===== src/rtl/cdt_pkg.sv =====
package cdt_pkg;
    typedef enum logic [1:0] {
        RL_IDLE     = 2'd0,
        RL_WAIT_LOW = 2'd1,
        RL_CHECK    = 2'd2,
        RL_WAIT_MOD = 2'd3
    } rl_state_e;

    localparam logic [1:0] SEL_RA   = 2'd0;
    localparam logic [1:0] SEL_RB   = 2'd1;
    localparam logic [1:0] SEL_DIV  = 2'd2;
    localparam logic [1:0] SEL_GATE = 2'd3;
endpackage


===== src/rtl/cdt_edge_sync.sv =====
module cdt_edge_sync (
    input  logic clk,
    input  logic rst_n,
    input  logic async_i,
    output logic level_o,
    output logic rise_o
);
    typedef struct packed {
        logic s1;
        logic s2;
        logic s3;
    } sync_t;

    sync_t sy_d, sy_q;

    always_comb begin
        sy_d    = sy_q;
        sy_d.s1 = async_i;
        sy_d.s2 = sy_q.s1;
        sy_d.s3 = sy_q.s2;
    end

    always_ff @(posedge clk or negedge rst_n) begin
        if (!rst_n) sy_q <= '0;
        else        sy_q <= sy_d;
    end

    assign level_o = sy_q.s2;
    assign rise_o  = sy_q.s2 & ~sy_q.s3;
endmodule


===== src/rtl/cdt_wave_counter.sv =====
module cdt_wave_counter #(
    parameter int W = 16
) (
    input  logic         clk,
    input  logic         rst_n,
    input  logic         tick,
    input  logic         gate_block,
    input  logic         ev_rise,
    input  logic         trig,
    input  logic [W-1:0] ra,
    input  logic [W-1:0] rb,
    input  logic [W-1:0] rc,
    output logic [W-1:0] cnt,
    output logic         wave_a,
    output logic         wave_b
);
    typedef struct packed {
        logic [W-1:0] cnt;
        logic         a;
        logic         b;
    } wc_t;

    wc_t wc_d, wc_q;
    logic         adv;
    logic [W-1:0] nxt;

    always_comb begin
        wc_d = wc_q;
        adv  = tick & ~gate_block;
        nxt  = (wc_q.cnt == rc) ? '0 : wc_q.cnt + 1'b1;
        if (trig) begin
            wc_d.cnt = '0;
            wc_d.a   = 1'b0;
            wc_d.b   = 1'b0;
        end else begin
            if (adv) begin
                wc_d.cnt = nxt;
                if (nxt == rc)                     wc_d.a = 1'b0;
                else if (nxt == ra && ra <= rc)    wc_d.a = 1'b1;
                if (nxt == rb && rb <= rc)         wc_d.b = 1'b0;
            end
            if (ev_rise) wc_d.b = 1'b1;
        end
    end

    always_ff @(posedge clk or negedge rst_n) begin
        if (!rst_n) wc_q <= '0;
        else        wc_q <= wc_d;
    end

    assign cnt    = wc_q.cnt;
    assign wave_a = wc_q.a;
    assign wave_b = wc_q.b;


    trig_clear_chk: assert property (@(posedge clk) disable iff (!rst_n)
        trig |=> (cnt == '0 && !wave_a && !wave_b));


    wrap_zero_chk: assert property (@(posedge clk) disable iff (!rst_n)
        (tick && !gate_block && !trig && cnt == rc) |=> (cnt == '0));


    gate_hold_chk: assert property (@(posedge clk) disable iff (!rst_n)
        (gate_block && !trig) |=> $stable(cnt));


    above_div_chk: assert property (@(posedge clk) disable iff (!rst_n)
        $rose(wave_a) |-> ($past(ra) <= $past(rc) && cnt == $past(ra)));


    a_fall_chk: assert property (@(posedge clk) disable iff (!rst_n)
        ($fell(wave_a) && !$past(trig)) |-> (cnt == $past(rc)));
endmodule


===== src/rtl/cdt_div_reload.sv =====
module cdt_div_reload
    import cdt_pkg::*;
#(
    parameter int          W       = 16,
    parameter logic [W-1:0] RST_DIV = 16'd128,
    parameter int          LOW_MARK = 3
) (
    input  logic         clk,
    input  logic         rst_n,
    input  logic         wr_div,
    input  logic [W-1:0] wr_val,
    input  logic [W-1:0] cnt,
    input  logic         gate_block,
    output logic [W-1:0] rc,
    output logic         busy,
    output logic         trig
);
    localparam logic [W-1:0] LOW_V = W'(LOW_MARK);

    typedef struct packed {
        rl_state_e    state;
        logic [W-1:0] rc;
        logic [W-1:0] pend;
        logic [W:0]   mult;
    } rl_t;

    rl_t rl_d, rl_q;

    always_comb begin
        rl_d = rl_q;
        trig = 1'b0;
        case (rl_q.state)
            RL_IDLE: begin
                if (wr_div && wr_val != '0) begin
                    if (!gate_block && cnt > wr_val) begin
                        rl_d.pend  = wr_val;
                        rl_d.state = RL_WAIT_LOW;
                    end else begin
                        rl_d.rc    = wr_val;
                        rl_d.state = RL_CHECK;
                    end
                end
            end
            RL_WAIT_LOW: begin
                if (cnt <= LOW_V) begin
                    rl_d.rc    = rl_q.pend;
                    rl_d.state = RL_CHECK;
                end
            end
            RL_CHECK: begin
                if (!gate_block && cnt > rl_q.rc) begin
                    rl_d.mult  = {1'b0, rl_q.rc};
                    rl_d.state = RL_WAIT_MOD;
                end else begin
                    rl_d.state = RL_IDLE;
                end
            end
            default: begin
                if ({1'b0, cnt} == rl_q.mult || cnt == '0) begin
                    trig       = 1'b1;
                    rl_d.state = RL_IDLE;
                end else if ({1'b0, cnt} > rl_q.mult) begin
                    rl_d.mult = rl_q.mult + {1'b0, rl_q.rc};
                end
            end
        endcase
    end

    always_ff @(posedge clk or negedge rst_n) begin
        if (!rst_n) begin
            rl_q       <= '0;
            rl_q.state <= RL_IDLE;
            rl_q.rc    <= RST_DIV;
        end else begin
            rl_q <= rl_d;
        end
    end

    assign rc   = rl_q.rc;
    assign busy = (rl_q.state != RL_IDLE);


    low_wait_chk: assert property (@(posedge clk) disable iff (!rst_n)
        (rl_q.state == RL_WAIT_LOW && cnt > LOW_V) |=> ($stable(rc) && busy));


    mod_wait_chk: assert property (@(posedge clk) disable iff (!rst_n)
        (rl_q.state == RL_WAIT_MOD) |=> $stable(rc));


    zero_write_chk: assert property (@(posedge clk) disable iff (!rst_n)
        (!busy && wr_div && wr_val == '0) |=> (!busy && $stable(rc)));
endmodule


===== src/rtl/carrier_divider_timer.sv =====
module carrier_divider_timer
    import cdt_pkg::*;
#(
    parameter int           W      = 16,
    parameter logic [W-1:0] RST_RA = 16'd64,
    parameter logic [W-1:0] RST_RB = 16'd16,
    parameter logic [W-1:0] RST_RC = 16'd128
) (
    input  logic         clk,
    input  logic         rst_n,
    input  logic         carrier_in,
    input  logic         gate_in,
    input  logic         event_in,
    input  logic         wr_en,
    input  logic [1:0]   wr_sel,
    input  logic [W-1:0] wr_data,
    input  logic         sw_trig,
    output logic         wave_a,
    output logic         wave_b,
    output logic [W-1:0] count_o,
    output logic         reload_busy
);
    typedef struct packed {
        logic [W-1:0] ra;
        logic [W-1:0] rb;
        logic         gate_en;
    } regs_t;

    regs_t rg_d, rg_q;

    logic         car_lvl, car_rise;
    logic         gate_lvl, gate_rise;
    logic         ev_lvl, ev_rise;
    logic         gate_block;
    logic         rl_trig;
    logic         trig_all;
    logic [W-1:0] rc;
    logic [W-1:0] cnt;

    cdt_edge_sync u_car (.clk(clk), .rst_n(rst_n), .async_i(carrier_in),
                         .level_o(car_lvl), .rise_o(car_rise));
    cdt_edge_sync u_gate (.clk(clk), .rst_n(rst_n), .async_i(gate_in),
                          .level_o(gate_lvl), .rise_o(gate_rise));
    cdt_edge_sync u_ev (.clk(clk), .rst_n(rst_n), .async_i(event_in),
                        .level_o(ev_lvl), .rise_o(ev_rise));

    always_comb begin
        rg_d = rg_q;
        if (wr_en) begin
            case (wr_sel)
                SEL_RA:   rg_d.ra      = wr_data;
                SEL_RB:   rg_d.rb      = wr_data;
                SEL_GATE: rg_d.gate_en = wr_data[0];
                default:  ;
            endcase
        end
    end

    always_ff @(posedge clk or negedge rst_n) begin
        if (!rst_n) begin
            rg_q.ra      <= RST_RA;
            rg_q.rb      <= RST_RB;
            rg_q.gate_en <= 1'b0;
        end else begin
            rg_q <= rg_d;
        end
    end

    assign gate_block = rg_q.gate_en & ~gate_lvl;
    assign trig_all   = sw_trig | rl_trig;

    cdt_div_reload #(.W(W), .RST_DIV(RST_RC), .LOW_MARK(3)) u_reload (
        .clk        (clk),
        .rst_n      (rst_n),
        .wr_div     (wr_en && wr_sel == SEL_DIV),
        .wr_val     (wr_data),
        .cnt        (cnt),
        .gate_block (gate_block),
        .rc         (rc),
        .busy       (reload_busy),
        .trig       (rl_trig)
    );

    cdt_wave_counter #(.W(W)) u_cnt (
        .clk        (clk),
        .rst_n      (rst_n),
        .tick       (car_rise),
        .gate_block (gate_block),
        .ev_rise    (ev_rise),
        .trig       (trig_all),
        .ra         (rg_q.ra),
        .rb         (rg_q.rb),
        .rc         (rc),
        .cnt        (cnt),
        .wave_a     (wave_a),
        .wave_b     (wave_b)
    );

    assign count_o = cnt;


    b_rise_chk: assert property (@(posedge clk) disable iff (!rst_n)
        $rose(wave_b) |-> $past(ev_rise));


    gate_en_chk: assert property (@(posedge clk) disable iff (!rst_n)
        (wr_en && wr_sel == SEL_GATE) |=> (rg_q.gate_en == $past(wr_data[0])));
endmodule


===== config.mk =====
export PLATFORM = sky130hd
export DESIGN_NAME = carrier_divider_timer
export DESIGN_NICKNAME = d
export VERILOG_FILES = /design/src/rtl/cdt_pkg.sv /design/src/rtl/cdt_edge_sync.sv /design/src/rtl/cdt_wave_counter.sv /design/src/rtl/cdt_div_reload.sv /design/src/rtl/carrier_divider_timer.sv
export SDC_FILE = /design/constraint.sdc
export NUM_CORES = 1
export LEC_CHECK = 0
export BUFFER_PORTS_ARGS = -buffer_cell sky130_fd_sc_hd__buf_4
export CAP_MARGIN = 15
export CELL_PAD_IN_SITES_DETAIL_PLACEMENT = 1
export CELL_PAD_IN_SITES_GLOBAL_PLACEMENT = 1
export CORE_MARGIN = 5
export CORE_UTILIZATION = 49
export DETAILED_ROUTE_END_ITERATION = 12
export PLACE_DENSITY_LB_ADDON = 0.1
export SKIP_CTS_REPAIR_TIMING = 1
export SLEW_MARGIN = 20
export SYNTH_ARGS = -nofsm -noshare
export SYNTH_HDL_FRONTEND = slang
export SYNTH_SLANG_ARGS = --single-unit

===== constraint.sdc =====
create_clock -name clk -period 3.41 [get_ports clk]
set_clock_uncertainty 0.15 [all_clocks]
set_input_delay 0.1705 -clock clk [delete_from_list [all_inputs] [get_ports clk]]
set_output_delay 0.1705 -clock clk [all_outputs]
set_load 0.005 [all_outputs]

# Word-level counts from Yosys, hierarchy flattened
# Index checks and enable logic that the tools add are counted.
word_totals:
  output_inout_bits: 19
  word_cells: 104
  register_bits: 110
  input_bits: 25
classes:
  n_eq_ne: 15
  n_bitwise: 10
  reduce_logical: 31
  add_sub_neg: 2
  magnitude_cmp: 6
  mux: 22
ops:
  columns: ["op", "count"]
  rows:
  - ["equality test 16 bit", 4]
  - ["2-to-1 mux 18 bit", 3]
  - ["2-to-1 mux 17 bit", 3]
  - ["2-to-1 mux 16 bit", 3]
  - ["2-to-1 mux 34 bit", 1]
  - ["case mux 17 bit (2 select lines)", 1]
  - ["> comparator 16 bit", 2]
  - ["<= comparator 16 bit", 2]
  - ["case mux 16 bit (2 select lines)", 1]
  - ["adder 17 x 16 -> 17 bit", 1]
  - ["equality test 16 x 17 -> 1 bit", 1]
  - ["> comparator 16 x 17 -> 1 bit", 1]
  - ["adder 16 x 1 -> 16 bit, second input constant", 1]
  - ["<= comparator 16 x 2 -> 1 bit, second input constant", 1]
  - ["logical NOT 16 bit", 1]
  - ["nonzero test 16 bit", 1]
  - ["AND reduction 2 bit", 5]
  - ["nonzero test 3 bit", 3]
  - ["AND reduction 4 bit", 2]
  - ["nonzero test 2 bit", 4]
  - ["equality test 2 bit, second input constant", 3]
  - ["logical AND 1 bit", 6]
  - ["2-to-1 mux 1 bit", 6]
  - ["2-to-1 mux 2 bit", 3]
  - ["14 further kinds", 27]

# Longest topological paths before layout
# Gate-level depths: netlist (run 1).
depth:
  word_depth: 9
  ltp_mapped: 13
  ltp_nobuf: 10

# Cells and area by module
# Synthesis (run 1) repeated with hierarchy kept, for this count alone.
unflattened:
  cells_unflattened: 982
  hier_area_um2: 9272.6
by_module_without_submodules:
  columns: ["mod", "n_inst", "seq_area_each_um2", "area_per_inst_um2", "cells_each"]
  rows:
  - ["cdt_div_reload", 1, 1277.5, 4565.6, 484]
  - ["cdt_wave_counter", 1, 450.4, 3158.0, 412]
  - ["carrier_divider_timer", 1, 828.3, 1282.5, 74]
  - ["cdt_edge_sync", 3, 75.1, 88.8, 4]

# Least setup slack after synthesis (run 1)
# OpenSTA, ideal clock, no wires.
synth_path:
  path_type: "reg-to-reg"
  start: "register u_reload.rc[6] (netlist name)"
  end: "register u_reload.rl_q[14] (netlist name)"
  synth_period_minus_slack_ns: 3.093
  t_arrival_ns: 2.818
  path_buffers: 3
  required_time_ns: 3.135
  slack_ns: 0.317
  setup_ns: 0.125
  stages_incl_launch_ff: 13
  path_cell_list: "dfrtp_1 -> clkbuf_1 -> inv_1 -> ha_1 -> nand4_2 -> or4_1 -> buf_4 -> and3_1 -> o31ai_1 -> nand2_1 -> o221ai_2 -> buf_6 -> mux2_2"
synth_via:
  elab_chain_len: 4
  word_cells_on_any_way: 8
  cone_classes: "1 x add/sub; 1 x order compare; 1 x eq/ne; 3 x mux; 2 x reduce/logical"
synth_lines:
  columns: ["element", "line", "source"]
  rows:
  - ["adder 17 x 16 -> 17 bit / > comparator 16 bit (equally long branches)", "cdt_div_reload.sv:63, cdt_div_reload.sv:51", null]
  - ["2-to-1 mux 17 bit / logical AND 1 bit (equally long branches)", "cdt_div_reload.sv:62, cdt_div_reload.sv:51", null]
  - ["2-to-1 mux 17 bit / != test 2 x 1 -> 1 bit (equally long branches)", null, null]
  - ["case mux 17 bit (2 select lines) / AND reduction 4 bit (equally long branches)", null, null]
  - ["end signal, assigned", "cdt_div_reload.sv:75", "rl_q <= rl_d;"]
  - ["end, declared", "cdt_div_reload.sv:27", "rl_t rl_d, rl_q;"]
# Several ways; a longest one is shown, not always the timed one. The select of a mux whose other input is x is not followed.
# A chain may end at the register's enable or synchronous reset.

# Final worst setup path (run 1)
layout_path:
  start: "register u_reload.rc[0] (netlist name)"
  end: "register u_reload.rl_q[14] (netlist name)"
layout_via:
  elab_chain_len: 4
  word_cells_on_any_way: 8
  cone_classes: "1 x add/sub; 1 x order compare; 1 x eq/ne; 3 x mux; 2 x reduce/logical"
layout_lines:
  columns: ["element", "line"]
  rows:
  - ["adder 17 x 16 -> 17 bit / > comparator 16 bit (equally long branches)", "cdt_div_reload.sv:63, cdt_div_reload.sv:51"]
  - ["2-to-1 mux 17 bit / logical AND 1 bit (equally long branches)", "cdt_div_reload.sv:62, cdt_div_reload.sv:51"]
  - ["2-to-1 mux 17 bit / != test 2 x 1 -> 1 bit (equally long branches)", null]
  - ["case mux 17 bit (2 select lines) / AND reduction 4 bit (equally long branches)", null]
# Several ways; a longest one is shown, not always the timed one. The select of a mux whose other input is x is not followed.

==> results of run 1 <==
[flip-flops by register name (all words and copies together), names as in the netlist]
| name | cells |
|---|---|
| u_reload.rl_q | 35 |
| rg_q | 33 |
| u_cnt.cnt | 16 |
| u_reload.rc | 16 |
| u_car.level_o | 1 |
| u_car.sy_d | 1 |
| u_car.sy_q | 1 |
| u_cnt.wave_a | 1 |
| u_cnt.wave_b | 1 |
| u_ev.level_o | 1 |
| u_ev.sy_d | 1 |
| u_ev.sy_q | 1 |
| u_gate.level_o | 1 |
| u_gate.sy_d | 1 |
[cell type report]
type	instances	area [um^2]	share of cell area [%]
diodes	1	2.50	0.0245
flip-flops and latches	110	2760	27.0
clock buffers	9	225	2.21
repair buffers	125	1000	9.82
well taps	229	287	2.81
multi-input cells	786	5640	55.2
clock inverters	7	88.8	0.870
inverters	57	214	2.10
[worst paths after layout]
kind | startpoint | endpoint | slack [ns] | depth (start not counted)
worst max-delay path | u_reload.rc[0] | u_reload.rl_q[14] | 0.12 | 10
worst min-delay path | wr_sel[1] | rg_q[0] | 0.03 | 3
worst max register to register | u_reload.rc[0] | u_reload.rl_q[14] | 0.12 | 10
worst min register to register | u_ev.sy_d[1] | u_ev.level_o | 0.21 | 0
max in group asynchronous | rst_n | u_reload.rc[7] | 2.10 | 3
min in group asynchronous | rst_n | rg_q[22] | 0.17 | 2
[critical path, stage by stage, from the launching register on]
cell and delay, ns:
dfrtp_1 0.42, ha_1 0.25, fa_1 0.44, a211oi_1 0.40
o21ai_0 0.28, a21o_1 0.25, a31o_2 0.24, a21oi_1 0.21
xor2_1 0.18, o21ai_0 0.09, mux2_2 0.27
[logic make-up (layout without fill, tap and decap cells)]
family	Yosys count	in the layout	share of synthesized area, %
buf+inv	106	198	5.00
other cells	0	1	0
mux	53	53	6.61
flops	110	110	31.3
simple gates	336	336	20.1
xor+xnor	55	55	5.46
compound gates	243	243	17.4
fa+ha+maj	99	99	14.1
[per-layer routing]
layer | vias to the layer above | routed length [um] | global-route usage, %
met5 | - | 7 | 0
li1 | 3865 | - | -
met4 | 2 | 1210 | 12.0
met2 | 310 | 15200 | 50.7
met3 | 65 | 2330 | 6.15
met1 | 4254 | 15200 | 46.2
[through the flow]
stage               std cells  total power [mW]  setup WS, ns  utilization (%)  hold WS [ns]
global route             1323              6.65       0.00487             57.2        0.0306
global placement         1288              4.94         0.208             54.4        0.0462
finish                   1324              6.31         0.119             57.2        0.0327
floorplan                1002              3.86         0.317                -        -0.275
detailed placement       1288              5.05         0.142             54.4        0.0542
CTS                      1304              6.22        0.0949             56.1        -0.354
[power breakdown]
part           internal [mW]  total, mW  switching (mW)
clock                  0.536       1.16           0.622
combinational           1.32       3.44            2.12
sequential              1.49       1.71           0.224
total                   3.34       6.31            2.97
[layout by cell type (no fill, tap or decap), types with 5 or more instances in the layout]
cell	Yosys	routed
buf_4	6	104
nand2_1	74	74
o21a_1	7	7
dlygate4sd3_1	0	19
mux2i_1	11	11
ha_1	98	98
a21o_1	14	14
inv_1	57	57
nor4_1	15	15
o21ai_0	49	49
nor2b_1	13	12
nand3b_1	8	8
a311oi_1	5	5
nor3_1	35	35
nand3_1	36	36
clkbuf_16	0	9
a211oi_1	11	11
or3_1	19	19
a21oi_1	89	89
xor2_1	16	16
nand4_1	40	40
xnor2_1	39	39
mux2_2	42	42
o211ai_1	8	8
dfrtp_1	107	107
nor2_1	65	64
a31oi_1	18	18
==> summary.md, run 1 <==
| Metric | Value |
|---|---|
| Status | completed |
| Post-synth EDFFs | 0 |
| Via count | 8496 |
| TritonCTS clock tree | built |
| Yosys warnings | 0 |
| Routed WL | 34.0 mm |
| Synth area leaders | dfrtp_1 (30%), ha_1 (14%), mux2_2 (5.4%), a21oi_1 (5.1%), xnor2_1 (3.9%) |
| Die height | 144 um |
| Worst-path fanout max | 3 |
| Area delta synth->final | 15.8% |
| Pwr/cell area | 618 mW/mm^2 |
| Async SR Flop Fraction | 100% |
| Average cell area after synthesis | 8.80 um^2 |
| Initial antenna violation count | 1 |
| Final hold vios | 0 |
| Die area | 0.0208 mm^2 |
| Worst Setup End Kind | flip-flop |
| Drt pass-1 iters | 5 |
| Drc violations | 0 |
| Initial Utilization | 49.4% |
| Top FF cell, synth | dfrtp_1 |
| Placeable Area | 0.0178 mm^2 |
| WS Path Type | reg2reg |
| RSZ-0062 raised after global routing | no |
| Syn Std Cell Area | 0.00882 mm^2 |
| WP data required | 3.52 ns |
| Cell with the most instances after synthesis | dfrtp_1 |
| Syn_nets | 1126 |
| Seq/Total Area, Yosys | 31.3% |
| Max_cap viols | 0 |
| I/O Pins | 44 |
| Design area | 0.0102 mm^2 |
| Worst Hold Class | in2reg |
| Worst setup SP type | flip-flop |
| Final GP Congestion | 0.941 |
| GRT Total Usage | 32.9% |
| Area leader, netlist | dfrtp_1 |
| Share of layout cells above drive strength 1 | 17.6% |
| Max rail drop VDD | 0.485 mV |
| Initial DRC Count | 780 |
| Wire per inst | 25.6 um |
| Worst slew margin | 28.6% |
| First-pass GRT wire length | 51.7 mm |
| Final HPWL DP | 26.5 mm |
| Fin crit share | 96.5% |
| Final setup viols | 0 |
| Post-Place Cell Area | 0.00970 mm^2 |
| Largest net degree at the start of global routing | 70 |
| Gate count of the mapped netlist | 1002 |
| Synth top area share | 30.4% |
| Setup TNS | 0 ns |
| Root Buffer | clkbuf_16 |
| P_leak | 4.60 nW |
| NumNets Final | 1213 |
| Synth cell types | 72 |
| Row cnt | 49 |
| Worst-skew pair later-pin latency | 0.37 ns |
| CTS Buffer Depth | 2 |
| GRT Residual Overflow | 0 |
| Fillers | 2128 |
| H-tree depth | 3 |
| Worst-margin pin slew | 1.07 ns |
| Vias/cell | 6.42 |
| Synth top cells by count | dfrtp_1 (107), ha_1 (98), a21oi_1 (89) |
| Antenna-violating nets left | 0 |
| Worst EP arrival | 3.40 ns |
| Die X | 144 um |
| Shortest period the worst path allows | 3.29 ns |
| Count of pins over their slew limit | 0 |
| Clock sink count | 110 |
| Number of synthesized register bits | 110 |
| Port buffer count | 43 |
| Fmax | 0.304 GHz |
| CTS buffer count | 9 |
| Clock Pin Slew Worst Setup and Hold Paths | 0.09 ns |
| Vias in the first global route | 8559 |
Note: power is estimated with default switching activity, not from simulation.
==> inputs of run 2 (changes only) <==
Settings changed: CORE_UTILIZATION 49 to 50, CTS_BUF_LIST set to sky130_fd_sc_hd__clkbuf_4 sky130_fd_sc_hd__clkbuf_8, PLACE_DENSITY set to 0.94, PLACE_DENSITY_LB_ADDON 0.1 to unset.
==> summary.md, run 2 (synthesized netlist as in run 1, its figures left out) <==
| Metric | Value |
|---|---|
| Status | completed |
| Worst-skew pair later-pin latency | 0.43 ns |
| Finished Layout Cells | 1322 |
| Die X | 143 um |
| Final hold vios | 0 |
| Root Buffer | clkbuf_8 |
| Drt pass-1 iters | 7 |
| Clock sink count | 110 |
| Worst-path fanout max | 13 |
| Sequential share of power | 27.9% |
| Count of pins over their slew limit | 0 |
| Worst Hold Class | in2reg |
| First-pass GRT wire length | 55.5 mm |
| Initial antenna violation count | 0 |
| Max rail drop VDD | 0.443 mV |
| Placeable Area | 0.0173 mm^2 |
| RSZ-0062 raised after global routing | no |
| Vias in the first global route | 9413 |
| Wire per inst | 28.5 um |
| WP data required | 3.55 ns |
| Max reg flops | 35 |
| Clk network pwr share | 13.8% |
| Commonest cells after routing, fill and taps aside | dfrtp_1 (106), buf_4 (105), ha_1 (98) |
| Largest net degree at the start of global routing | 57 |
| CTS buffer count | 9 |
| Drc violations | 0 |
| NetSw | 3.14 mW |
| GRT Residual Overflow | 0 |
| P_leak | 4.58 nW |
| Final GP Congestion | 0.990 |
| Largest Register | u_reload.rl_q |
| CTS Buffer Depth | 2 |
| Antenna-violating nets left | 0 |
| Max_cap viols | 0 |
| Initial Utilization | 51.0% |
| Final setup viols | 0 |
| Inst Count DP | 1283 |
| Fmax | 0.299 GHz |
| Fin crit share | 98.2% |
| GRT Total Usage | 35.8% |
| Combinational share of power | 58.4% |
| Pwr/cell area | 617 mW/mm^2 |
| Worst setup SP type | flip-flop |
| TritonCTS clock tree | built |
| Area delta synth->final | 15.0% |
| Share of layout cells above drive strength 1 | 18.1% |
| Worst EP arrival | 3.49 ns |
| Regs by FF count | u_reload.rl_q: 35 flops, rg_q: 33 flops |
| WS Path Type | reg2reg |
| H-tree depth | 3 |
| Final HPWL DP | 27.4 mm |
| Fillers | 2010 |
| Die height | 143 um |
| Row cnt | 48 |
| Most common cell after layout, fill and taps aside | dfrtp_1 |
| Die area | 0.0204 mm^2 |
| NumNets Final | 1216 |
| Via count | 9260 |
| Internal power | 3.12 mW |
| I/O Pins | 44 |
| Vias/cell | 7.00 |
| Clock Pin Slew Worst Setup and Hold Paths | 0.12 ns |
| Port buffer count | 43 |
| Worst-margin pin slew | 0.860 ns |
| N_diodes | 0 |
| Total power | 6.26 mW |
| Routed WL | 37.7 mm |
| Worst Setup End Kind | flip-flop |
| Switching share of power | 50.2% |
| Initial DRC Count | 1047 |
| Shortest period the worst path allows | 3.35 ns |
| Worst slew margin | 42.2% |
-- run 2: routing by layer --
metal  GRT usage, %  vias up  part of all wire [%]
met3           8.17      213                    10
met5              0        -                     0
met2           55.0      649                    45
met4           19.4        0                   7.0
li1               -     3860                     -
met1           46.7     4538                    38
-- run 2: worst max-delay path, stage by stage, from the launching register on --
cell      delay [ns]
dfstp_2         0.57
inv_1           0.09
ha_1            0.34
nand4_2         0.18
or4_4           0.55
and3_1          0.21
o31ai_1         0.17
nand2_1         0.28
o221ai_4        0.28
mux2_2          0.41
-- run 2: per-stage QoR --
| step | hold slack (ns) | utilization, % | setup slack, ns | area [um^2] | setup TNS, ns |
|---|---|---|---|---|---|
| floorplan | -0.275 | - | 0.317 | 8820 | 0 |
| global placement | 0.130 | 56.0 | 0.179 | 9680 | 0 |
| detailed placement | 0.132 | 56.0 | -0.0460 | 9680 | -0.0460 |
| CTS | -0.317 | 57.1 | -0.0876 | 9870 | -0.117 |
| global route | 0.0661 | 58.6 | 0.00593 | 10100 | 0 |
| finish | 0.0685 | 58.6 | 0.0622 | 10100 | 0 |
-- run 2: final cells by class --
class                   count  area, um^2  area share (%)
flip-flops and latches    110        2760            27.2
inverters                  57         214            2.11
repair buffers            128        1030            10.2
clock buffers              10         131            1.30
clock inverters             6        58.8           0.580
well taps                 225         282            2.78
multi-input cells         786        5660            55.8
-- run 2: power groups by stage --
stage	clock network, mW	registers [mW]	logic [mW]
after floorplan	0	1.68	2.18
after global placement	0	1.71	3.11
after detailed placement	0	1.74	3.34
after CTS	0.856	1.72	3.40
after global routing	0.921	1.75	3.84
final	0.862	1.74	3.65
-- run 2: path summary, 6_finish.rpt --
path,slack (ns),endpoint,cells past startpoint,startpoint
hold reg to reg,0.22,u_car.level_o,0,u_car.sy_d[1]
setup / recovery,0.06,u_reload.rl_q[15],9,u_reload.rc[7]
max in group asynchronous,2.07,u_reload.rc[7],3,rst_n
min in group asynchronous,0.20,u_cnt.cnt[3],2,rst_n
hold / removal,0.07,rg_q[0],3,wr_sel[1]
setup reg to reg,0.06,u_reload.rl_q[15],9,u_reload.rc[7]
==> inputs of run 3 (changes only) <==
Settings changed: GPL_ROUTABILITY_DRIVEN set to 0, PLACE_DENSITY 0.94 to 0.92, SYNTH_HIERARCHICAL set to 1.
==> summary.md, run 3 <==
| Metric | Value |
|---|---|
| N_diodes | 0 |
| Fin crit share | 98.7% |
| Final hold vios | 0 |
| H-tree depth | 3 |
| Die area | 0.0213 mm^2 |
| Initial DRC Count | 931 |
| Max rail drop VDD | 0.482 mV |
| Commonest cells after routing, fill and taps aside | dfrtp_1 (103), ha_1 (97), a21oi_1 (82) |
| Finished Layout Cells | 1276 |
| GRT Residual Overflow | 0 |
| Design area | 0.0103 mm^2 |
| P_leak | 4.84 nW |
| GRT Total Usage | 29.3% |
| Cells on worst reg2reg path | 9 |
| Final setup viols | 0 |
| Worst EP arrival | 3.52 ns |
| Worst Hold Class | in2async |
| Worst slew margin | 38.4% |
| WS Path Type | reg2reg |
| Final HPWL DP | 23.9 mm |
| CTS buffer count | 9 |
| Fmax | 0.297 GHz |
| Max reg flops | 35 |
| Via count | 8368 |
| Gate count of the mapped netlist | 980 |
| Die height | 146 um |
| Max_cap viols | 0 |
| Total power | 6.73 mW |
| Fillers | 2043 |
| CP bufs+invs | 1 |
| Worst setup SP type | flip-flop |
| Average cell area after synthesis | 9.42 um^2 |
| Port buffer count | 43 |
| Worst slack at placement | 0.0922 ns |
| Reg2reg setup slack | 0.05 ns |
| Area delta synth->final | 11.4% |
| Critical path, cell by cell | xor2_1 > nor4_1 > and4_2 > buf_4 > or3_1 > nand3_1 > a2111o_1 > nor4_1 > nor3_1 |
| Status | completed |
| Worst path top cell family by delay | simple AND/OR/NAND/NOR gates |
| Worst-margin pin slew | 0.923 ns |
| Syn Std Cell Area | 0.00923 mm^2 |
| Drt pass-1 iters | 5 |
| Shortest period the worst path allows | 3.36 ns |
| Row cnt | 49 |
| Most common cell after layout, fill and taps aside | dfrtp_1 |
| Wire per inst | 25.0 um |
| Vias in the first global route | 8829 |
| Clock Pin Slew Worst Setup and Hold Paths | 0.12 ns |
| First-pass GRT wire length | 49.7 mm |
| Count of pins over their slew limit | 0 |
| Inst Count DP | 1237 |
| Pwr/cell area | 654 mW/mm^2 |
| R2R Path End | u_cnt/wave_b |
| Largest net degree at the start of global routing | 78 |
| Share of layout cells above drive strength 1 | 19.3% |
| CTS Buffer Depth | 2 |
| Root Buffer | clkbuf_8 |
| Post-Place Cell Area | 0.00982 mm^2 |
| Die X | 146 um |
| Clock sink count | 110 |
| NumNets Final | 1165 |
| Worst Setup End Kind | flip-flop |
| Drc violations | 0 |
| Worst path most repeated cell | nor4_1 |
| Routed WL | 32.0 mm |
| Initial antenna violation count | 0 |
| Critical path's largest stage delay | 0.61 ns |
| Yosys warnings | 6 |
| I/O Pins | 44 |
| Slowest cell on crit path | nor4_1 |
| Fin util | 56.9% |
| Syn_nets | 1103 |
| Vias/cell | 6.56 |
| Setup slack after layout | 0.0458 ns |
| Placeable Area | 0.0181 mm^2 |
| Setup TNS | 0 ns |
| Worst-path fanout max | 13 |
| R2R Path Start | u_cnt/cnt[15] |
| Largest Register | u_reload/rl_q |
| WP data required | 3.56 ns |
| Final hold slack | 0.0831 ns |
| Antenna-violating nets left | 0 |
| TritonCTS clock tree | built |
| Regs by FF count | u_reload/rl_q: 35 flops, rg_q: 33 flops |
| Worst-skew pair later-pin latency | 0.41 ns |
| RSZ-0062 raised after global routing | no |
| Initial Utilization | 51.1% |
==> run 3: layout make-up <==
class	count	area (um^2)	share of cell area (%)
sequential	110	2760	26.8
clock buffer	10	131	1.28
multi-input combinational	740	5840	56.7
inverter	74	278	2.70
clock inverter	6	95.1	0.924
timing repair buffer	107	898	8.73
tap	229	287	2.79
==> run 3: worst max-delay path by stage <==
stage,from,endpoint,slack (ns),cells past startpoint
floorplan,u_cnt/cnt[8],u_cnt/wave_b,0.63,10
global placement,u_cnt/cnt[7],u_cnt/wave_b,0.33,9
detailed placement,u_cnt/cnt[5],u_cnt/wave_b,0.09,9
CTS,u_cnt/cnt[5],u_cnt/wave_b,0.04,9
global route,u_cnt/cnt[0],u_cnt/wave_b,0.008,11
finish,u_cnt/cnt[15],u_cnt/wave_b,0.05,9
==> run 3: metal layers <==
layer,routed length [um],share of wire (%),vias up,GRT usage (%)
li1,-,-,3678,-
met1,13200,41,4157,37.6
met2,15000,47,423,47.9
met3,2260,7.1,110,5.67
met4,1530,4.8,0,13.1
met5,0,0,-,0
==> run 3: power by group <==
group | total [mW] | switching (mW) | internal [mW]
Clock | 0.957 | 0.527 | 0.430
Sequential | 1.90 | 0.362 | 1.54
Combinational | 3.88 | 2.32 | 1.56
